### config.mk
export PLATFORM = sky130hd
export DESIGN_NAME = dec_adjust_unit
export DESIGN_NICKNAME = d
export VERILOG_FILES = /design/src/rtl/dadj_pkg.sv /design/src/rtl/dadj_rst_sync.sv /design/src/rtl/dadj_detect.sv /design/src/rtl/dadj_core.sv /design/src/rtl/dadj_result_reg.sv /design/src/rtl/dec_adjust_unit.sv
export SDC_FILE = /design/constraint.sdc
export NUM_CORES = 1
export LEC_CHECK = 0
export ABC_AREA = 1
export BUFFER_PORTS_ARGS = -buffer_cell sky130_fd_sc_hd__buf_2
export CELL_PAD_IN_SITES_DETAIL_PLACEMENT = 0
export CELL_PAD_IN_SITES_GLOBAL_PLACEMENT = 1
export CORE_MARGIN = 3
export CORE_UTILIZATION = 39
export DETAILED_ROUTE_END_ITERATION = 16
export HOLD_SLACK_MARGIN = 0.12
export PLACE_DENSITY = 0.88
export SYNTH_ARGS = -nofsm -noshare
export SYNTH_HDL_FRONTEND = slang
export SYNTH_SLANG_ARGS = --single-unit
### constraint.sdc
create_clock -name clk -period 0.9 [get_ports clk]
set_input_delay 0.09 -clock clk [delete_from_list [all_inputs] [get_ports clk]]
set_output_delay 0.09 -clock clk [all_outputs]
set_load 0.01 [all_outputs]
### src/rtl/dadj_pkg.sv
package dadj_pkg;
  localparam int BYTE_W     = 8;
  localparam int NIB_W      = BYTE_W / 2;
  localparam int NIB_LIMIT  = 9;
  localparam int BYTE_LIMIT = 16 * NIB_LIMIT + NIB_LIMIT;
  localparam logic [NIB_W-1:0] DIGIT_FIX = NIB_W'(6);

  typedef struct packed {
    logic zero;
    logic sub;
    logic half;
    logic carry;
  } flags_t;
endpackage

### src/rtl/dadj_rst_sync.sv
module dadj_rst_sync #(
  parameter int STAGES = 2
) (
  input  logic clk,
  input  logic rst_n,
  output logic rst_sync_n
);
  logic [STAGES-1:0] chain_q;
  logic [STAGES-1:0] chain_d;

  always_comb begin
    chain_d = {chain_q[STAGES-2:0], 1'b1};
  end

  always_ff @(posedge clk or negedge rst_n) begin
    if (!rst_n) chain_q <= '0;
    else        chain_q <= chain_d;
  end

  assign rst_sync_n = chain_q[STAGES-1];
endmodule

### src/rtl/dadj_detect.sv
module dadj_detect
  import dadj_pkg::*;
(
  input  logic [BYTE_W-1:0] acc_i,
  input  logic              half_i,
  input  logic              carry_i,
  output logic              fix_lo_o,
  output logic              fix_hi_o,
  output logic              over_o
);
  logic lo_digit_big;

  always_comb begin
    lo_digit_big = (acc_i[NIB_W-1:0] > NIB_W'(NIB_LIMIT));
    over_o       = (acc_i > BYTE_W'(BYTE_LIMIT));
    fix_lo_o     = half_i  | lo_digit_big;
    fix_hi_o     = carry_i | over_o;
  end
endmodule

### src/rtl/dadj_core.sv
module dadj_core
  import dadj_pkg::*;
(
  input  logic [BYTE_W-1:0] acc_i,
  input  logic              sub_i,
  input  logic              half_i,
  input  logic              carry_i,
  output logic [BYTE_W-1:0] acc_o,
  output flags_t            flags_o
);
  logic              fix_lo;
  logic              fix_hi;
  logic              over;
  logic [BYTE_W-1:0] corr;
  logic [BYTE_W-1:0] operand;
  logic [BYTE_W-1:0] sum;

  dadj_detect u_detect (
    .acc_i    (acc_i),
    .half_i   (half_i),
    .carry_i  (carry_i),
    .fix_lo_o (fix_lo),
    .fix_hi_o (fix_hi),
    .over_o   (over)
  );

  // One adder serves both directions: subtract is add of the two's complement.
  always_comb begin
    corr[NIB_W-1:0]      = fix_lo ? DIGIT_FIX : '0;
    corr[BYTE_W-1:NIB_W] = fix_hi ? DIGIT_FIX : '0;
    operand              = corr ^ {BYTE_W{sub_i}};
    sum                  = acc_i + operand + BYTE_W'(sub_i);
  end

  always_comb begin
    acc_o         = sum;
    flags_o.zero  = (sum == '0);
    flags_o.sub   = sub_i;
    flags_o.half  = acc_i[NIB_W] ^ sum[NIB_W];
    flags_o.carry = carry_i | over;
  end
endmodule

### src/rtl/dadj_result_reg.sv
module dadj_result_reg
  import dadj_pkg::*;
(
  input  logic              clk,
  input  logic              rst_n,
  input  logic              load_i,
  input  logic [BYTE_W-1:0] acc_d_i,
  input  flags_t            flags_d_i,
  output logic [BYTE_W-1:0] acc_q_o,
  output flags_t            flags_q_o
);
  logic [BYTE_W-1:0] acc_nxt;
  flags_t            flags_nxt;

  always_comb begin
    acc_nxt   = acc_q_o;
    flags_nxt = flags_q_o;
    if (load_i) begin
      acc_nxt   = acc_d_i;
      flags_nxt = flags_d_i;
    end
  end

  always_ff @(posedge clk or negedge rst_n) begin
    if (!rst_n) begin
      acc_q_o   <= '0;
      flags_q_o <= '0;
    end else begin
      acc_q_o   <= acc_nxt;
      flags_q_o <= flags_nxt;
    end
  end
endmodule

### src/rtl/dec_adjust_unit.sv
module dec_adjust_unit
  import dadj_pkg::*;
#(
  parameter int RST_STAGES = 2
) (
  input  logic              clk,
  input  logic              rst_n,
  input  logic              exec_i,
  input  logic [BYTE_W-1:0] acc_i,
  input  logic              sub_i,
  input  logic              half_i,
  input  logic              carry_i,
  output logic [BYTE_W-1:0] acc_o,
  output logic              zero_o,
  output logic              sub_o,
  output logic              half_o,
  output logic              carry_o
);
  logic              rst_sync_n;
  logic [BYTE_W-1:0] adj_acc;
  flags_t            adj_flags;
  flags_t            flags_q;

  dadj_rst_sync #(.STAGES(RST_STAGES)) u_rst_sync (
    .clk        (clk),
    .rst_n      (rst_n),
    .rst_sync_n (rst_sync_n)
  );

  dadj_core u_core (
    .acc_i   (acc_i),
    .sub_i   (sub_i),
    .half_i  (half_i),
    .carry_i (carry_i),
    .acc_o   (adj_acc),
    .flags_o (adj_flags)
  );

  dadj_result_reg u_reg (
    .clk       (clk),
    .rst_n     (rst_sync_n),
    .load_i    (exec_i),
    .acc_d_i   (adj_acc),
    .flags_d_i (adj_flags),
    .acc_q_o   (acc_o),
    .flags_q_o (flags_q)
  );

  assign zero_o  = flags_q.zero;
  assign sub_o   = flags_q.sub;
  assign half_o  = flags_q.half;
  assign carry_o = flags_q.carry;
endmodule

* After elaboration in Yosys (flattened, before gate mapping)
Cells that the tools add are included.
** Storage, ports and cells
- Flip-flop bits (word level) :: 14
- Bits of input ports :: 14
- Output and inout bits :: 12
- Word-level logic and storage cells :: 17
** Operators by class
- Add/sub/neg operators :: 2
- Order comparisons :: 2
- Muxes and demuxes :: 2
- Bitwise operators :: 4
- Reduce and logical (&&, ||, !) cells :: 1
** Operator list (count)
- adder 8 x 1 -> 8 bit :: 1
- adder 8 bit :: 1
- greater-than comparator 8 bit, second input constant :: 1
- logical NOT 8 bit :: 1
- bitwise XOR 8 bit :: 1
- two-way mux 3 bit :: 2
- greater-than comparator 4 bit, second input constant :: 1
- bitwise OR 1 bit :: 2
- bitwise XOR 1 bit :: 1

* Longest topological paths before layout
Gate-level depths: netlist (run 1).
- Depth after elaboration :: 7
- Gate-level depth with buffers :: 15
- Depth with buffers taken out :: 15

* Modules after synthesis
From an unflattened synthesis (run 1), not the netlist that was laid out.
** Second synthesis, totals
- Cell total of the unflattened synthesis :: 156
- Area, all modules :: 1078.5 um^2
** Modules (own cells, without submodules)
- dadj_core :: times used 1, cells each 91, area an instance 511.7 um^2, seq. area each 0.0 um^2
- dadj_result_reg :: times used 1, cells each 51, area an instance 457.9 um^2, seq. area each 300.3 um^2
- dadj_detect :: times used 1, cells each 11, area an instance 55.1 um^2, seq. area each 0.0 um^2
- dadj_rst_sync :: times used 1, cells each 3, area an instance 53.8 um^2, seq. area each 50.0 um^2

* Worst setup path before layout (run 1)
No wires, ideal clock.
- Path type :: input-to-reg
- Start point :: in acc_i[2]
- End point :: reg u_reg.flags_q_o[3] (netlist bit)
- Setup time :: 0.117 ns
- Arrival :: 1.569 ns
- Required time :: 0.783 ns
- Path slack :: -0.786 ns
- Cell stages on the path :: 13
- Path buffers :: 0
- Cells stage by stage :: o21ai_0 > o21ai_0 > a21o_1 > xor2_1 > ha_1 > nand2_1 > inv_1 > a21oi_1 > nand3b_1 > nand2_1 > nor2_1 > nand2_1 > nand2_1
** Between the ends
- Longest elaborated chain between the ends :: 7
- Elaborated cells between the ends (all ways) :: 10
- Classes of those cells :: add/sub (2); order compare (2); mux (2); bitwise (3); reduce/logical (1)
** Ends and longest elaborated chain
- start: declaration :: RTL line dec_adjust_unit.sv:9 : input logic [BYTE_W-1:0] acc_i,
- greater-than comparator 8 bit / greater-than comparator 4 bit (equally long branches) :: RTL line dadj_detect.sv:15, dadj_detect.sv:14
- bitwise OR 1 bit, on equally long branches :: RTL line dadj_detect.sv:17, dadj_detect.sv:16
- two-way mux 3 bit, on equally long branches :: RTL line dadj_core.sv:30, dadj_core.sv:29
- bitwise XOR 8 bit :: RTL line dadj_core.sv:31 : operand = corr ^ {BYTE_W{sub_i}};
- adder 8 bit * :: RTL line dadj_core.sv:32 : sum = acc_i + operand + BYTE_W'(sub_i);
- adder 8 x 1 -> 8 bit * :: RTL line dadj_core.sv:32
- logical NOT 8 bit * :: RTL line dadj_core.sv:37 : flags_o.zero = (sum == '0);
- end signal: assignment :: RTL line dadj_result_reg.sv:30 : flags_q_o <= flags_nxt;
- end: declaration :: RTL line dadj_result_reg.sv:10 : output flags_t flags_q_o
Every way passes the cells marked *; elsewhere a longest branch is shown, timed or not.
A chain may end at the register's enable or synchronous reset.

* Final worst setup path (run 1)
- Start point :: in acc_i[1]
- End point :: reg u_reg.flags_q_o[3] (netlist bit)
The elaborated chain is that of the path after synthesis.

==> metrics.cfg, run 1 <==
[run_status]
violations = negative setup slack
run_status = finished, violations left

[setup_path]
worstSetupStartpoint = acc_i[1]
worst_ep_required_time_ns = 1.12
timing.critical_path.mode_cell = nand2_1
worst_setup_ep = u_reg.flags_q_o[3]$_DFFE_PN0P_
worstPathCellList = buf_8, o21ai_4, nand2_2, xor2_4, fa_2, nand2_2, nand2_4, nand3b_1, nand2_1, nand2_2, nand2_1, nor2_1, nand2_1, nand2_1
reg2reg_slack_ns = 0.05
rr_endpoint = u_reg.flags_q_o[3]$_DFFE_PN0P_
crit_path_start_kind = primary input
cpPeakStageDelay_ns = 0.41
end_kind = flop
worst-r2r-cell-count = 4
crit_fanout = 3
criticalPathCategory = in -> reg
r2r-start = u_reg.flags_q_o[3]$_DFFE_PN0P_
worst_path_max_delay_cell = fa_2
arrival_ns = 1.83

[global_routing]
globalRouteTotalUtil_pct = 15.8
grt.met1_usage_pct = 18.3
first_global_vias = 976
gr-total-overflow = 0
wire_length_of_the_first_global_routing_pass_mm = 4.01
use_met2_pct = 29.2
grtUsageMet3_pct = 4.18
largest_net_degree_at_the_start_of_global_routing = 15
grt_antenna_before_repair = 0
grt_busiest_layer = met2

[power]
internal_power_mw = 1.47
p_sw_mw = 0.858
sw_ratio_pct = 36.8
cellLeakagePower_nw = 0.872
vdd_ir_drop_max_mv = 1.11
pwr_density_cell_nw_per_um2 = 1420
pwr-share-comb_pct = 52.5
power.clock.fraction_pct = 14.7
power.share.sequential_pct = 32.8

[sta]
timing.final.max_slew_violations = 0
timing.final.hold_violations = 0
finalClockSkew_ns = 0.00406
min_period_over_period_pct = 180
min_period_ns = 1.62
rsz0062_at_grt = true
timing.final.setup_violations = 10
fmax_mhz = 619
setup_slack_ns = -0.716

[routing]
vias = 1048
totalWireLength_mm = 2.76
drt_pass1_iterations = 4
route.detailed.vias_per_inst = 4.87
detail_route.iter0.violations = 22
route.antenna.remaining_nets = 0
avgRoutedWirePerCell_um = 12.8
drc = 0

[synthesis]
synth_seq_cells = 14
syn_nets = 151
synth_largest_area_cell = dfrtp_1
synthDominantCellAreaShare_pct = 36.1
synth-seq-area-share_pct = 36.1
syn_inst = 128
yosys-top-cells-area = dfrtp_1 (36%), nand2_1 (16%), ha_1 (10%), inv_1 (5.4%), nor2_1 (5.0%)
yosys.cell_types.count = 22
synth_area_um2 = 971
yosys_warnings = 0
avgSynthCellArea_um2 = 7.59

[place]
numPlacedInstances = 200
detailedPlacementHpwl_mm = 1.89
place.gp.congestion = 0.811
port_buffers = 25

[clocking]
clkLatencyLatePin_ns = 0.28
cts-root-buf = clkbuf_4
cts-root-to-sink-buffers = 2
clk_pin_slew_worst_paths_ns = 0.07
sinks_on_clock_net = 14
cts_inserted_buffers = 3
cts_tree = yes
htreeDepth = 1

[floorplan]
fp.dieW_um = 55.9
die_area_um2 = 3120
placementRows = 17
io-pin-count = 26
die_height_um = 55.9
start_util_pct = 42.7
core_um2 = 2280

[layout]
syn_to_final_growth_pct = 68.6
finalNonFillerCells = 215
layout.nets = 212
antenna_cells = 0
final_core_utilization_pct = 71.9
share_of_cells_above_drive_strength_1_pct = 54.5

[run]
maxCapViolations = 0

[hold_path]
min_path_type = in -> async

## logic make-up after synthesis
kind of cell | count (synthesis) | synth area share, %
AND/OR/NAND/NOR | 69 | 32.1
buffers and inverters | 17 | 6.96
flip-flops | 14 | 36.1
AO/OA/AOI/OAI | 13 | 7.60
XOR/XNOR | 5 | 4.51
adder cells (fa/ha/maj) | 9 | 12.4
other | 1 | 0.386
## Yosys cell counts
master / n
a21o_1: 1
a21oi_1: 3
a31oi_1: 5
buf_4: 1
clkbuf_1: 1
clkinv_1: 1
conb_1: 1
dfrtp_1: 14
fa_1: 1
ha_1: 8
inv_1: 14
nand2_1: 41
nand2_2: 5
nand3_1: 4
nand3b_1: 3
nand3b_4: 1
nor2_1: 13
nor2_2: 1
o21ai_0: 4
or2_4: 1
xnor2_1: 2
xor2_1: 3
## state kept, by name, summed over array words and instances (netlist names)
register and count:
u_reg.acc_q_o 8, u_reg.flags_q_o 4, u_rst_sync.chain_q 2
## stage by stage
step                      worst slack [ns]  setup TNS [ns]  power [mW]  area, µm²  hold slack, ns
final                               -0.716           -4.34        2.33       1640           0.122
after global routing                -0.853           -5.25        2.48       1640           0.134
after CTS                           -0.710           -4.53        2.00       1400           0.122
after detailed placement             -1.02           -7.47        1.63       1330          -0.122
after global placement               -1.01           -6.95        1.60       1330          -0.126
after floorplan                     -0.706           -4.59        1.30       1020          -0.206
## cell type report
type	instances	area, µm²
timing repair buffer	58	399
multi-input combinational	97	773
fill	163	639
inverter	15	56.3
clock buffer	3	22.5
tap	28	35.0
sequential	14	350
## per-layer routing
metal  vias to the layer above  part of all wire (%)
met5                         -                     0
met4                         0                  0.22
met3                         2                   4.5
met2                        31                    55
met1                       494                    40
li1                        521                     -
## critical path, delay by kind of cell
| kind | cells | cell delay (ns) |
|---|---|---|
| simple gates | 10 | 0.90 |
| compound gates | 1 | 0.16 |
| fa+ha+maj | 1 | 0.41 |
| buf+inv | 1 | 0.10 |
| xor+xnor | 1 | 0.18 |
## how the worst min path moves through the flow
| stage | slack (ns) | startpoint | endpoint | cells past startpoint |
|---|---|---|---|---|
| CTS | 0.12 | rst_n | u_rst_sync.chain_q[1]$_DFF_PN0_ | 2 |
| detailed placement | -0.12 | rst_n | u_rst_sync.chain_q[0]$_DFF_PN0_ | 1 |
| global placement | -0.13 | rst_n | u_rst_sync.chain_q[0]$_DFF_PN0_ | 1 |
| finish | 0.12 | rst_n | u_rst_sync.chain_q[1]$_DFF_PN0_ | 2 |
| global route | 0.13 | rst_n | u_rst_sync.chain_q[1]$_DFF_PN0_ | 2 |
| floorplan | -0.21 | rst_n | u_rst_sync.chain_q[0]$_DFF_PN0_ | 0 |
## cells in the final DEF, fill, tap and decap left out, types with 2 or more instances in the layout
cell type,count
nand2_4,8
o21ai_2,2
ha_1,5
clkbuf_4,3
inv_2,3
nand2_2,9
nand3_2,3
nor2_2,3
a31oi_1,4
dfrtp_1,14
ha_4,3
nand3b_1,3
nor2_1,10
inv_1,11
buf_2,23
buf_6,3
buf_4,30
nand2_1,29
## what timing repair did
action	CTS	global route
buffers inserted	4	8
resized for setup	7	39
endpoints found under the setup margin	12	20
endpoints found under the hold margin	2	0
pin swaps	11	23
hold buffers	1	0
## power by group through the flow
| stage | clock [mW] | sequential (mW) | combinational, mW |
|---|---|---|---|
| finish | 0.343 | 0.764 | 1.22 |
| detailed placement | 0 | 0.777 | 0.856 |
| CTS | 0.344 | 0.764 | 0.892 |
| floorplan | 0 | 0.828 | 0.468 |
| global placement | 0 | 0.774 | 0.828 |
| global route | 0.369 | 0.776 | 1.33 |
(Power assumes the default switching activity.)
==> run 2, diff against run 1 <==
--- a/config.mk
+++ b/config.mk
@@ -12,6 +12,7 @@
 export CORE_MARGIN = 3
 export CORE_UTILIZATION = 39
 export DETAILED_ROUTE_END_ITERATION = 16
+export GPL_TIMING_DRIVEN = 0
 export HOLD_SLACK_MARGIN = 0.12
 export PLACE_DENSITY = 0.88
 export SYNTH_ARGS = -nofsm -noshare
==> run 2 against run 1 <==
Against the previous run: core utilization decreased by 7.8 points; die area unchanged; critical path depth unchanged; worst hold slack better by 0.050 ns; the flow still finishes with violations (negative setup slack); final cell count fell by 4.2%; largest cell class unchanged; register-to-register slack lost 0.03 ns; critical endpoint unchanged; first-iteration DRC count fell by 9.1%; wire length decreased by 12%; clock skew is 0.0011 ns higher; clock power rose by 36%; combinational power fell by 22%; highest routed layer unchanged; flip-flop and latch count unchanged.
==> metrics.cfg, run 2 (same netlist as run 1, synthesis figures left out) <==
[layout]
filler_cell_count = 201  ; was 163
layout.nets = 202  ; was 212
design_area_um2 = 1460  ; was 1640 µm²
layout_top_registers = u_reg.acc_q_o (8), u_reg.flags_q_o (4), u_rst_sync.chain_q (2)  ; unchanged
footprint_of_the_multi_input_gates_um2 = 654  ; was 773 µm²
largest_register_ff_count = 8  ; unchanged
layout.cells.most_common_list = nand2_1 (40), buf_2 (23), buf_4 (15)  ; was buf_4 (30), nand2_1 (29), buf_2 (23)
share_of_cells_above_drive_strength_1_pct = 36.5  ; was 54.5%
antenna_cells = 0  ; unchanged
max_flop_register = u_reg.acc_q_o  ; unchanged
sequential_cell_area_um2 = 350  ; unchanged
syn_to_final_growth_pct = 50.4  ; was 68.6%
layout.cells.most_common = nand2_1  ; was buf_4

[floorplan]
core_um2 = 2280  ; unchanged
die_area_um2 = 3120  ; unchanged
placementRows = 17  ; unchanged
start_util_pct = 42.7  ; unchanged
fp.dieW_um = 55.9  ; unchanged
io-pin-count = 26  ; unchanged
die_height_um = 55.9  ; unchanged

[global_routing]
grt_antenna_before_repair = 0  ; unchanged
first_global_vias = 933  ; was 976
globalRouteTotalUtil_pct = 16.4  ; was 15.8%
wire_length_of_the_first_global_routing_pass_mm = 4.11  ; was 4.01 mm
largest_net_degree_at_the_start_of_global_routing = 13  ; was 15
gr-total-overflow = 0  ; unchanged

[routing]
totalWireLength_mm = 2.43  ; was 2.76 mm
route.detailed.vias_per_inst = 4.83  ; was 4.87
route.antenna.remaining_nets = 0  ; unchanged
drc = 0  ; unchanged
vias = 995  ; was 1048
avgRoutedWirePerCell_um = 11.8  ; was 12.8 µm
detail_route.iter0.violations = 20  ; was 22
drt_pass1_iterations = 4  ; unchanged

[sta]
relSlewSlack_pct = 66.6
min_period_ns = 1.59  ; was 1.62 ns
fmax_mhz = 629  ; was 619 MHz
min_period_over_period_pct = 177  ; was 180%
timing_worst_slew_pin_value_ns = 0.501
timing.final.max_slew_violations = 0  ; unchanged
timing.final.hold_violations = 0  ; unchanged
finalClockSkew_ns = 0.00517  ; was 0.00406 ns
timing.setup.tns_ns = -4.30  ; was -4.34 ns
timing.final.setup_violations = 14  ; was 10
worst_hold_slack_ns = 0.172  ; was 0.122 ns
setup_slack_ns = -0.691  ; was -0.716 ns
rsz0062_at_grt = true  ; unchanged

[setup_path]
crit_path_start_kind = primary input  ; unchanged
end_kind = flop  ; unchanged
criticalPathCategory = in -> reg  ; unchanged
arrival_ns = 1.82  ; was 1.83 ns
worst-r2r-cell-count = 4  ; unchanged
worst_ep_required_time_ns = 1.13  ; was 1.12 ns
crit_fanout = 4  ; was 3

[clocking]
sinks_on_clock_net = 14  ; unchanged
cts_tree = yes  ; unchanged
cts-root-to-sink-buffers = 2  ; unchanged
htreeDepth = 1  ; unchanged
cts_inserted_buffers = 3  ; unchanged
cts-root-buf = clkbuf_4  ; unchanged
clkLatencyLatePin_ns = 0.29  ; was 0.28 ns
clk_pin_slew_worst_paths_ns = 0.09  ; was 0.07 ns

[power]
vdd_ir_drop_max_mv = 0.924  ; was 1.11 mV
cellLeakagePower_nw = 0.780  ; was 0.872 nW
pwr_density_cell_nw_per_um2 = 1500  ; was 1420 nW/µm²

[run]
maxCapViolations = 0  ; unchanged

[run_status]
run_status = finished, violations left  ; unchanged
violations = negative setup slack  ; unchanged

[place]
detailedPlace.worstSlack_ns = -1.04  ; was -1.02 ns
detailedPlacementHpwl_mm = 1.76  ; was 1.89 mm
place.gp.congestion = 0.787  ; was 0.811
port_buffers = 25  ; unchanged
dpl_cell_area_um2 = 1180  ; was 1330 µm²

[hold_path]
min_path_type = in -> reg  ; was in -> async
timing.hold.worst_path_depth = 4

[run 2: changes by cell type in the layout (fill, tap and decap cells not counted), moves of 2 or more]
cell | before | now
nand2_4 | 8 | 0
inv_2 | 3 | 0
nor2_1 | 10 | 12
buf_6 | 3 | 1
nand2_2 | 9 | 6
nand2_1 | 29 | 40
inv_1 | 11 | 14
dlygate4sd3_1 | 1 | 7
nand3_1 | 1 | 4
buf_4 | 30 | 15
nand3_2 | 3 | 0
[run 2: timing repair]
item                                   in CTS  in global routing
gates resized for setup                     5                  7
hold buffers                                6                  1
setup endpoints to repair                  17                 21
pin swaps                                  14                  6
endpoints found under the hold margin       4                  1
setup buffers                               7                  7
[run 2: final timing paths]
| path | start | endpoint | slack (ns) |
|---|---|---|---|
| hold / removal | acc_i[7] | u_reg.acc_q_o[7]$_DFFE_PN0P_ | 0.17 |
| setup reg to reg | u_reg.acc_q_o[6]$_DFFE_PN0P_ | u_reg.acc_q_o[6]$_DFFE_PN0P_ | 0.02 |
| min in group asynchronous | u_rst_sync.chain_q[1]$_DFF_PN0_ | u_reg.acc_q_o[7]$_DFFE_PN0P_ | 0.21 |
| hold reg to reg | u_rst_sync.chain_q[1]$_DFF_PN0_ | u_reg.acc_q_o[7]$_DFFE_PN0P_ | 0.21 |
| max in group asynchronous | rst_n | u_rst_sync.chain_q[0]$_DFF_PN0_ | 0.12 |
| setup / recovery | acc_i[1] | u_reg.flags_q_o[3]$_DFFE_PN0P_ | -0.69 |
[run 2: critical path, cell delays in order]
cell      delay (ns)
buf_8           0.10
o21ai_4         0.15
o21ai_2         0.07
a21o_1          0.19
xor2_2          0.15
buf_4           0.14
ha_4            0.28
nand2_1         0.04
nand3b_1        0.20
nand3_1         0.12
nand2_1         0.06
nor2_1          0.11
nand2_1         0.06
nand2_1         0.05
[run 2: power by group]
group | internal, mW | switching, mW | total, mW | leakage, nW
sequential | 0.720 | 0.0535 | 0.774 | 0.166
combinational | 0.472 | 0.474 | 0.946 | 0.594
clock | 0.246 | 0.219 | 0.465 | 0.0210
total | 1.44 | 0.746 | 2.18 | 0.780
[run 2: layout make-up]
type,instances,share of cell area [%]
well taps,28,2.40
clock buffers,4,2.49
plain buffers,2,0.771
multi-input cells,97,44.8
inverters,15,3.86
repair buffers,46,21.7
flip-flops and latches,14,24.0
[run 2: metrics by stage]
stage	std cells	utilization (%)	total power, mW
2_1_floorplan	128	-	1.30
3_3_place_gp	181	51.8	1.50
6_report	206	64.2	2.18
5_1_grt	206	64.2	2.36
4_1_cts	198	59.1	2.07
3_5_place_dp	181	51.8	1.53
[run 2: routing by layer]
layer / vias to the layer above / track usage [%] / wire length, µm
li1: 499 / - / -
met1: 460 / 18.4 / 977
met2: 32 / 29.7 / 1300
met3: 4 / 3.94 / 126
met4: 0 / 6.10 / 25
met5: - / 0 / 0
